<file path="src/rtl/sw_cell_pkg.sv">
package sw_cell_pkg;
  localparam int RES_W   = 5;
  localparam int ALPHA   = 24;
  localparam int SUB_W   = 8;
  localparam int SCORE_W = 16;
  localparam int GAP_W   = 8;
endpackage

</file>
<file path="src/rtl/sw_rst_sync.sv">
module sw_rst_sync (
  input  logic clk,
  input  logic rst_n,
  output logic rst_sync_n
);
  logic stage_q;

  always_ff @(posedge clk or negedge rst_n) begin
    if (!rst_n) begin
      stage_q    <= 1'b0;
      rst_sync_n <= 1'b0;
    end else begin
      stage_q    <= 1'b1;
      rst_sync_n <= stage_q;
    end
  end
endmodule

</file>
<file path="src/rtl/sw_score_bank.sv">
module sw_score_bank #(
  parameter int DEPTH = 24,
  parameter int RES_W = 5,
  parameter int SUB_W = 8
) (
  input  logic             clk,
  input  logic             rst_n,
  input  logic             sel,
  input  logic             wr_en,
  input  logic [RES_W-1:0] wr_addr,
  input  logic [SUB_W-1:0] wr_data,
  input  logic [RES_W-1:0] rd_addr,
  output logic [SUB_W-1:0] rd_data
);
  logic [SUB_W-1:0] rd_b [2];
  logic             wr_in_range;
  logic             rd_in_range;

  assign wr_in_range = (32'(wr_addr) < DEPTH);
  assign rd_in_range = (32'(rd_addr) < DEPTH);

  for (genvar b = 0; b < 2; b++) begin : g_bank
    logic [SUB_W-1:0] mem [DEPTH];
    logic             bank_we;

    // only the bank not serving the current pass may be written
    assign bank_we = wr_en && wr_in_range && (sel != 1'(b));

    always_ff @(posedge clk) begin
      if (bank_we) mem[wr_addr] <= wr_data;
    end

    assign rd_b[b] = rd_in_range ? mem[rd_addr] : '0;

    // a write into the idle bank is visible there on the next cycle
    a_r8_idle_write_lands: assert property (@(posedge clk) disable iff (!rst_n)
      (wr_en && wr_in_range && sel != 1'(b)) |=> mem[$past(wr_addr)] == $past(wr_data));
  end

  assign rd_data = rd_b[sel];
endmodule

</file>
<file path="src/rtl/sw_cell_calc.sv">
module sw_cell_calc #(
  parameter int SCORE_W = 16,
  parameter int SUB_W   = 8,
  parameter int GAP_W   = 8
) (
  input  logic [SCORE_W-1:0] diag,
  input  logic [SCORE_W-1:0] up,
  input  logic [SCORE_W-1:0] left,
  input  logic [SUB_W-1:0]   sub,
  input  logic [GAP_W-1:0]   gap,
  output logic [SCORE_W-1:0] score
);
  localparam int EXT_W = SCORE_W + 2;
  localparam logic [SCORE_W-1:0] SCORE_MAX = {SCORE_W{1'b1}};

  logic signed [EXT_W-1:0] diag_sum;
  logic [SCORE_W-1:0]      gap_ext;
  logic [SCORE_W-1:0]      diag_t;
  logic [SCORE_W-1:0]      up_t;
  logic [SCORE_W-1:0]      left_t;
  logic [SCORE_W-1:0]      best_a;
  logic [SCORE_W-1:0]      best_b;

  assign gap_ext  = SCORE_W'(gap);
  assign diag_sum = $signed({2'b00, diag}) + $signed({{(EXT_W-SUB_W){sub[SUB_W-1]}}, sub});

  always_comb begin
    if (diag_sum < 0)
      diag_t = '0;
    else if (diag_sum > $signed({2'b00, SCORE_MAX}))
      diag_t = SCORE_MAX;
    else
      diag_t = diag_sum[SCORE_W-1:0];

    up_t   = (up   > gap_ext) ? (up   - gap_ext) : '0;
    left_t = (left > gap_ext) ? (left - gap_ext) : '0;

    best_a = (diag_t > up_t)   ? diag_t : up_t;
    best_b = (left_t > best_a) ? left_t : best_a;
    score  = best_b;
  end
endmodule

</file>
<file path="src/rtl/sw_cell.sv">
module sw_cell
  import sw_cell_pkg::*;
#(
  parameter int P_RES_W   = RES_W,
  parameter int P_ALPHA   = ALPHA,
  parameter int P_SUB_W   = SUB_W,
  parameter int P_SCORE_W = SCORE_W,
  parameter int P_GAP_W   = GAP_W
) (
  input  logic                 clk,
  input  logic                 rst_n,
  input  logic                 pass_start,
  input  logic [P_GAP_W-1:0]   gap_pen,
  input  logic                 qry_we,
  input  logic [P_RES_W-1:0]   qry_in,
  input  logic                 cfg_we,
  input  logic [P_RES_W-1:0]   cfg_addr,
  input  logic [P_SUB_W-1:0]   cfg_data,
  input  logic                 in_valid,
  input  logic [P_RES_W-1:0]   in_res,
  input  logic [P_SCORE_W-1:0] in_score,
  output logic                 out_valid,
  output logic [P_RES_W-1:0]   out_res,
  output logic [P_SCORE_W-1:0] out_score,
  output logic [P_SCORE_W-1:0] best_score,
  output logic                 active_bank,
  output logic [P_RES_W-1:0]   query_res
);
  logic                 rs_n;
  logic                 act_q,   act_d;
  logic [P_RES_W-1:0]   qst_q,   qst_d;
  logic [P_RES_W-1:0]   qact_q,  qact_d;
  logic [P_SCORE_W-1:0] left_q,  left_d;
  logic [P_SCORE_W-1:0] diag_q,  diag_d;
  logic [P_SCORE_W-1:0] best_q,  best_d;
  logic [P_SCORE_W-1:0] osc_q,   osc_d;
  logic [P_RES_W-1:0]   ores_q,  ores_d;
  logic                 ov_q,    ov_d;
  logic [P_SUB_W-1:0]   sub_score;
  logic [P_SCORE_W-1:0] cell_score;
  logic                 advance;

  sw_rst_sync u_rst_sync (
    .clk        (clk),
    .rst_n      (rst_n),
    .rst_sync_n (rs_n)
  );

  sw_score_bank #(
    .DEPTH (P_ALPHA),
    .RES_W (P_RES_W),
    .SUB_W (P_SUB_W)
  ) u_banks (
    .clk     (clk),
    .rst_n   (rs_n),
    .sel     (act_q),
    .wr_en   (cfg_we),
    .wr_addr (cfg_addr),
    .wr_data (cfg_data),
    .rd_addr (in_res),
    .rd_data (sub_score)
  );

  sw_cell_calc #(
    .SCORE_W (P_SCORE_W),
    .SUB_W   (P_SUB_W),
    .GAP_W   (P_GAP_W)
  ) u_calc (
    .diag  (diag_q),
    .up    (in_score),
    .left  (left_q),
    .sub   (sub_score),
    .gap   (gap_pen),
    .score (cell_score)
  );

  // clock enable for the scoring registers
  assign advance = in_valid && !pass_start;

  always_comb begin
    act_d  = act_q;
    qact_d = qact_q;
    qst_d  = qry_we ? qry_in : qst_q;
    left_d = left_q;
    diag_d = diag_q;
    best_d = best_q;
    osc_d  = osc_q;
    ores_d = ores_q;
    ov_d   = 1'b0;
    if (pass_start) begin
      act_d  = ~act_q;
      qact_d = qst_q;
      left_d = '0;
      diag_d = '0;
      best_d = '0;
    end else if (advance) begin
      ov_d   = 1'b1;
      ores_d = in_res;
      osc_d  = cell_score;
      left_d = cell_score;
      diag_d = in_score;
      best_d = (cell_score > best_q) ? cell_score : best_q;
    end
  end

  always_ff @(posedge clk or negedge rs_n) begin
    if (!rs_n) begin
      act_q  <= 1'b0;
      qst_q  <= '0;
      qact_q <= '0;
      left_q <= '0;
      diag_q <= '0;
      best_q <= '0;
      osc_q  <= '0;
      ores_q <= '0;
      ov_q   <= 1'b0;
    end else begin
      act_q  <= act_d;
      qst_q  <= qst_d;
      qact_q <= qact_d;
      left_q <= left_d;
      diag_q <= diag_d;
      best_q <= best_d;
      osc_q  <= osc_d;
      ores_q <= ores_d;
      ov_q   <= ov_d;
    end
  end

  assign out_valid   = ov_q;
  assign out_res     = ores_q;
  assign out_score   = osc_q;
  assign best_score  = best_q;
  assign active_bank = act_q;
  assign query_res   = qact_q;

  a_r7_idle_holds: assert property (@(posedge clk) disable iff (!rs_n)
    (!in_valid && !pass_start) |=> ($stable(out_score) && $stable(best_score) && $stable(out_res) && !out_valid));

  a_r5_one_cycle: assert property (@(posedge clk) disable iff (!rs_n)
    out_valid |-> ($past(in_valid && !pass_start) && out_res == $past(in_res)));

  a_r10_best_covers_out: assert property (@(posedge clk) disable iff (!rs_n)
    out_valid |-> (best_score >= out_score));

  a_r10_best_monotone: assert property (@(posedge clk) disable iff (!rs_n)
    !pass_start |=> (best_score >= $past(best_score)));

  a_r9_swap_clears: assert property (@(posedge clk) disable iff (!rs_n)
    pass_start |=> (active_bank != $past(active_bank) && best_score == '0 && !out_valid));
endmodule

</file>
<file path="config.mk">
export PLATFORM = sky130hd
export DESIGN_NAME = sw_cell
export DESIGN_NICKNAME = d
export VERILOG_FILES = /design/src/rtl/sw_cell_pkg.sv /design/src/rtl/sw_rst_sync.sv /design/src/rtl/sw_score_bank.sv /design/src/rtl/sw_cell_calc.sv /design/src/rtl/sw_cell.sv
export SDC_FILE = /design/constraint.sdc
export NUM_CORES = 1
export LEC_CHECK = 0
export BUFFER_PORTS_ARGS = -buffer_cell sky130_fd_sc_hd__buf_2
export CAP_MARGIN = 30
export CORE_MARGIN = 4
export CORE_UTILIZATION = 50
export DETAILED_ROUTE_END_ITERATION = 10
export GPL_TIMING_DRIVEN = 0
export MAX_ROUTING_LAYER = met4
export PLACE_DENSITY = 0.74
export SKIP_LAST_GASP = 1
export SLEW_MARGIN = 20
export SYNTH_ARGS = -nofsm -noshare
export SYNTH_HDL_FRONTEND = slang
export SYNTH_SLANG_ARGS = --single-unit
</file>
<file path="constraint.sdc">
create_clock -name clk -period 3.1 [get_ports clk]
set_input_delay 0 -clock clk [delete_from_list [all_inputs] [get_ports clk]]
set_output_delay 0 -clock clk [all_outputs]
set_load 0.01 [all_outputs]
</file>
==> summary.md <==
| Metric | Value |
|---|---|
| Status | `finished, violations left` |
| Violated checks | `negative setup slack` |
| Clock latency on the worst-skew pair | `0.59 ns` |
| Number of distinct library cells after synthesis | `65` |
| Syn_nets | `1612` |
| Nets | `1846` |
| Final hold violation count | `0` |
| Clock tree from TritonCTS | `built` |
| Worst reg-to-reg path cell count | `45` |
| Core area | `43300 um^2` |
| Final count of negative-setup-slack endpoints | `48` |
| Die Y-Extent | `218 um` |
| Die area | `47300 um^2` |
| Placed cell count | `2151` |
| Post-synthesis to final-layout area growth | `20.2%` |
| Top-Level Pins | `97` |
| Number of synthesized flops with an enable pin | `384` |
| Unrepaired setup endpoints after global routing | `yes` |
| Post-route ant nets | `0` |
| Leakage component of the power | `9.70 nW` |
| Crit path max fanout | `8` |
| Post-DP HPWL | `36600 um` |
| Number of violations reported at the end of detailed-routing iteration 0 | `1618` |
| Slew Limit Fails | `0` |
| Standard cell with the maximum stage delay on the critical path | `mux4_2` |
| Most used flip-flop cell after synthesis | `edfxtp_1` |
| Reported net switching power | `0.00845 W` |
| Hold path depth | `5` |
| Count of warnings emitted by yosys | `0` |
| Most repeated library cell on the critical path | `o21a_1` |
| Internal power | `0.0154 W` |
| Combinational power share | `0.452` |
| Crit Path Class | `reg2reg` |
| IO buf count | `90` |
| Most frequent cells in the layout | `edfxtp_1, nor2_1, mux4_2` |
| Total via count after detailed routing | `14000` |
| Total of flip-flops plus latches after synthesis | `467` |
| Post-Synthesis Mean Instance Area | `14.9 um^2` |
| Root buffer selected by CTS | `clkbuf_16` |
| Crit. End Element | `flop` |
| Switch share | `0.354` |
| Highest clock frequency the design can meet | `103 MHz` |
| Final period utilization | `3.12` |
| Worst ir drop on vdd | `0.000783 V` |
| Measured slew at the worst slew-check pin | `1.03 ns` |
| Drt pass-1 iters | `5` |
| Via count of the first global-routing pass | `14000` |
| Setup crit start kind | `flop` |
| Register-to-register setup slack | `-6.57 ns` |
| CTS Buffer Depth | `3` |
| Routability Congestion | `0.932` |
| Critical Path Max Stage Delay | `0.53 ns` |
| Num CTS Buffers | `47` |
| Layout cell share with drive strength beyond 1 | `0.275` |
| Worst hold slack | `0.0372 ns` |
| Minimum setup slack in the final design | `-6.57 ns` |
| Source of the worst hold timing path | `gap_pen[0]` |
| H-tree depth | `2` |
| Diodes inserted | `0` |
| Via count normalized by instance count | `6.01` |
| Drc violations | `0` |
| Seq/Total Area, Yosys | `0.620` |
| Number of max-cap violations | `0` |
| Worst clock skew | `0.0171 ns` |
| Combined global-route utilization of all metal layers | `0.241` |
| Placement Rows | `76` |
| Largest net degree at the start of global routing | `49` |
| Number of antenna violations at the first check in global routing | `0` |
| Final global-route overflow total | `0` |
| Total wire length | `55900 um` |
| Total clock sinks | `467` |
| Most frequent standard cell in the layout excluding fill and tap cells | `edfxtp_1` |
| Post-CTS clock slew at the launch and capture registers of the worst setup and hold paths | `0.06 ns` |
| PD cells | `905 nW/um^2` |
| Starting density of the core | `0.507` |
| Post-synthesis instance area | `21900 um^2` |
| Arrival @ worst endpoint | `10.12 ns` |
| Clk pwr share | `0.242` |
| Gate count after technology mapping | `1475` |
| Req. time, crit path | `3.55 ns` |
| Headroom to the max-slew limit | `0.309` |
| Wire length of the first global-routing pass | `84500 um` |
| X dimension of the die | `218 um` |
| Async S/R FF share, synth | `0.178` |
| Share of total power in sequential cells | `0.306` |
| Final routed wire length divided by cell count | `24.0 um` |
| Fill count | `3115` |
| Pre-CTS setup slack | `-7.90 ns` |
| Endpoint of the worst hold-timing path | `left_q[0]` |
| Kind of path behind the tightest hold check | `in2reg` |
| Reg-to-reg critical path startpoint | `u_banks.g_bank[0].mem[7][0]` |
| Count of non-filler cells in the finished layout | `2332` |
| Shortest period the worst path allows | `9.67 ns` |
| End of the worst register-to-register path | `best_score[3]` |
power by group through the flow:
stage,combinational (W),sequential [W],clock [W]
6_report,0.0108,0.00732,0.00578
5_1_grt,0.0116,0.00734,0.00613
4_1_cts,0.00926,0.00730,0.00583
3_5_place_dp,0.00751,0.00743,0
3_3_place_gp,0.00736,0.00743,0
2_1_floorplan,0.00542,0.00745,0
worst max path at each step:
stage / startpoint / end / slack (ns)
after detailed placement: in_res[1] / best_score[3] / -7.90
final: u_banks.g_bank[0].mem[7][0] / best_score[3] / -6.57
after global placement: in_res[1] / best_score[3] / -7.72
after floorplan: in_res[0] / best_score[3] / -6.01
after global routing: u_banks.g_bank[0].mem[7][0] / best_score[3] / -6.89
after CTS: u_banks.g_bank[0].mem[7][0] / best_score[5] / -6.39
final cells by class:
type	instances	area, um^2	area share
Inverter	73	274	0.0104
Tap cell	585	732	0.0277
Sequential cell	467	13600	0.516
Clock buffer	61	1260	0.0478
Buffer	62	538	0.0204
Clock inverter	26	297	0.0112
Timing Repair Buffer	185	1400	0.0531
Multi-Input combinational cell	873	8270	0.313
per-stage QoR:
step                TNS (ns)  cell area, um^2  utilization  power (W)
floorplan            -234.26            22200            -     0.0129
global placement     -341.00            23400        0.541     0.0148
detailed placement   -316.79            23400        0.541     0.0149
CTS                  -252.44            25900        0.598     0.0224
global route         -270.03            26400        0.610     0.0250
finish               -255.31            26400        0.610     0.0239
flip-flops by register name, summed over array words and instances, names as in the netlist:
| register | count |
|---|---|
| out_valid | 1 |
| u_banks.g_bank.mem | 384 |
| u_rst_sync.stage_q | 1 |
| diag_q | 16 |
| out_score | 16 |
| qst_q | 5 |
| left_q | 16 |
| out_res | 5 |
| query_res | 5 |
| best_score | 16 |
| active_bank | 1 |
| u_rst_sync.rst_sync_n | 1 |
timing repair:
item / in CTS / in global routing
setup endpoints to repair: 48 / 48
pin swaps: 31 / 28
buffers inserted: 34 / 17
endpoints found under the hold margin: 75 / 18
gates cloned: 5 / 1
hold buffers: 34 / 1
resized for setup: 59 / 69
cells in the mapped netlist (32+ instances only):
| master | n | area [um^2] |
|---|---|---|
| a21oi_1 | 60 | 300 |
| clkbuf_1 | 41 | 154 |
| dfrtp_1 | 83 | 2080 |
| edfxtp_1 | 384 | 11500 |
| ha_1 | 81 | 1010 |
| inv_1 | 72 | 270 |
| mux2i_1 | 42 | 420 |
| mux4_2 | 109 | 2450 |
| nand2_1 | 87 | 327 |
| nor2_1 | 117 | 439 |
| o211ai_1 | 32 | 240 |
| o21ai_0 | 49 | 245 |
routing by layer:
metal	track usage	part of all wire	vias up
met1	0.326	0.41	7040
met5	-	0	-
met3	0.0295	0.066	134
li1	-	-	6191
met2	0.391	0.49	658
met4	0.0712	0.032	0
worst max-delay path: cells and delay by family (launching register included):
| family | cells | cell delay, ns |
|---|---|---|
| AND/OR/NAND/NOR | 6 | 0.66 |
| multiplexers | 5 | 1.79 |
| buffers and inverters | 9 | 1.21 |
| flip-flops | 1 | 0.40 |
| adder cells (fa/ha/maj) | 6 | 1.76 |
| AO/OA/AOI/OAI | 18 | 3.45 |
| XOR/XNOR | 1 | 0.22 |
logic make-up (layout without fill, tap and decap cells):
| logic type | Yosys count | in the layout | share of synthesized area |
|---|---|---|---|
| simple gates | 332 | 332 | 0.0698 |
| mux | 179 | 179 | 0.151 |
| buf+inv | 135 | 407 | 0.0246 |
| other cells | 1 | 1 | 0.000171 |
| fa+ha+maj | 85 | 85 | 0.0494 |
| flops | 467 | 467 | 0.620 |
| compound gates | 241 | 241 | 0.0710 |
| xor+xnor | 35 | 35 | 0.0140 |
Note: power is estimated with default switching activity, not from simulation.
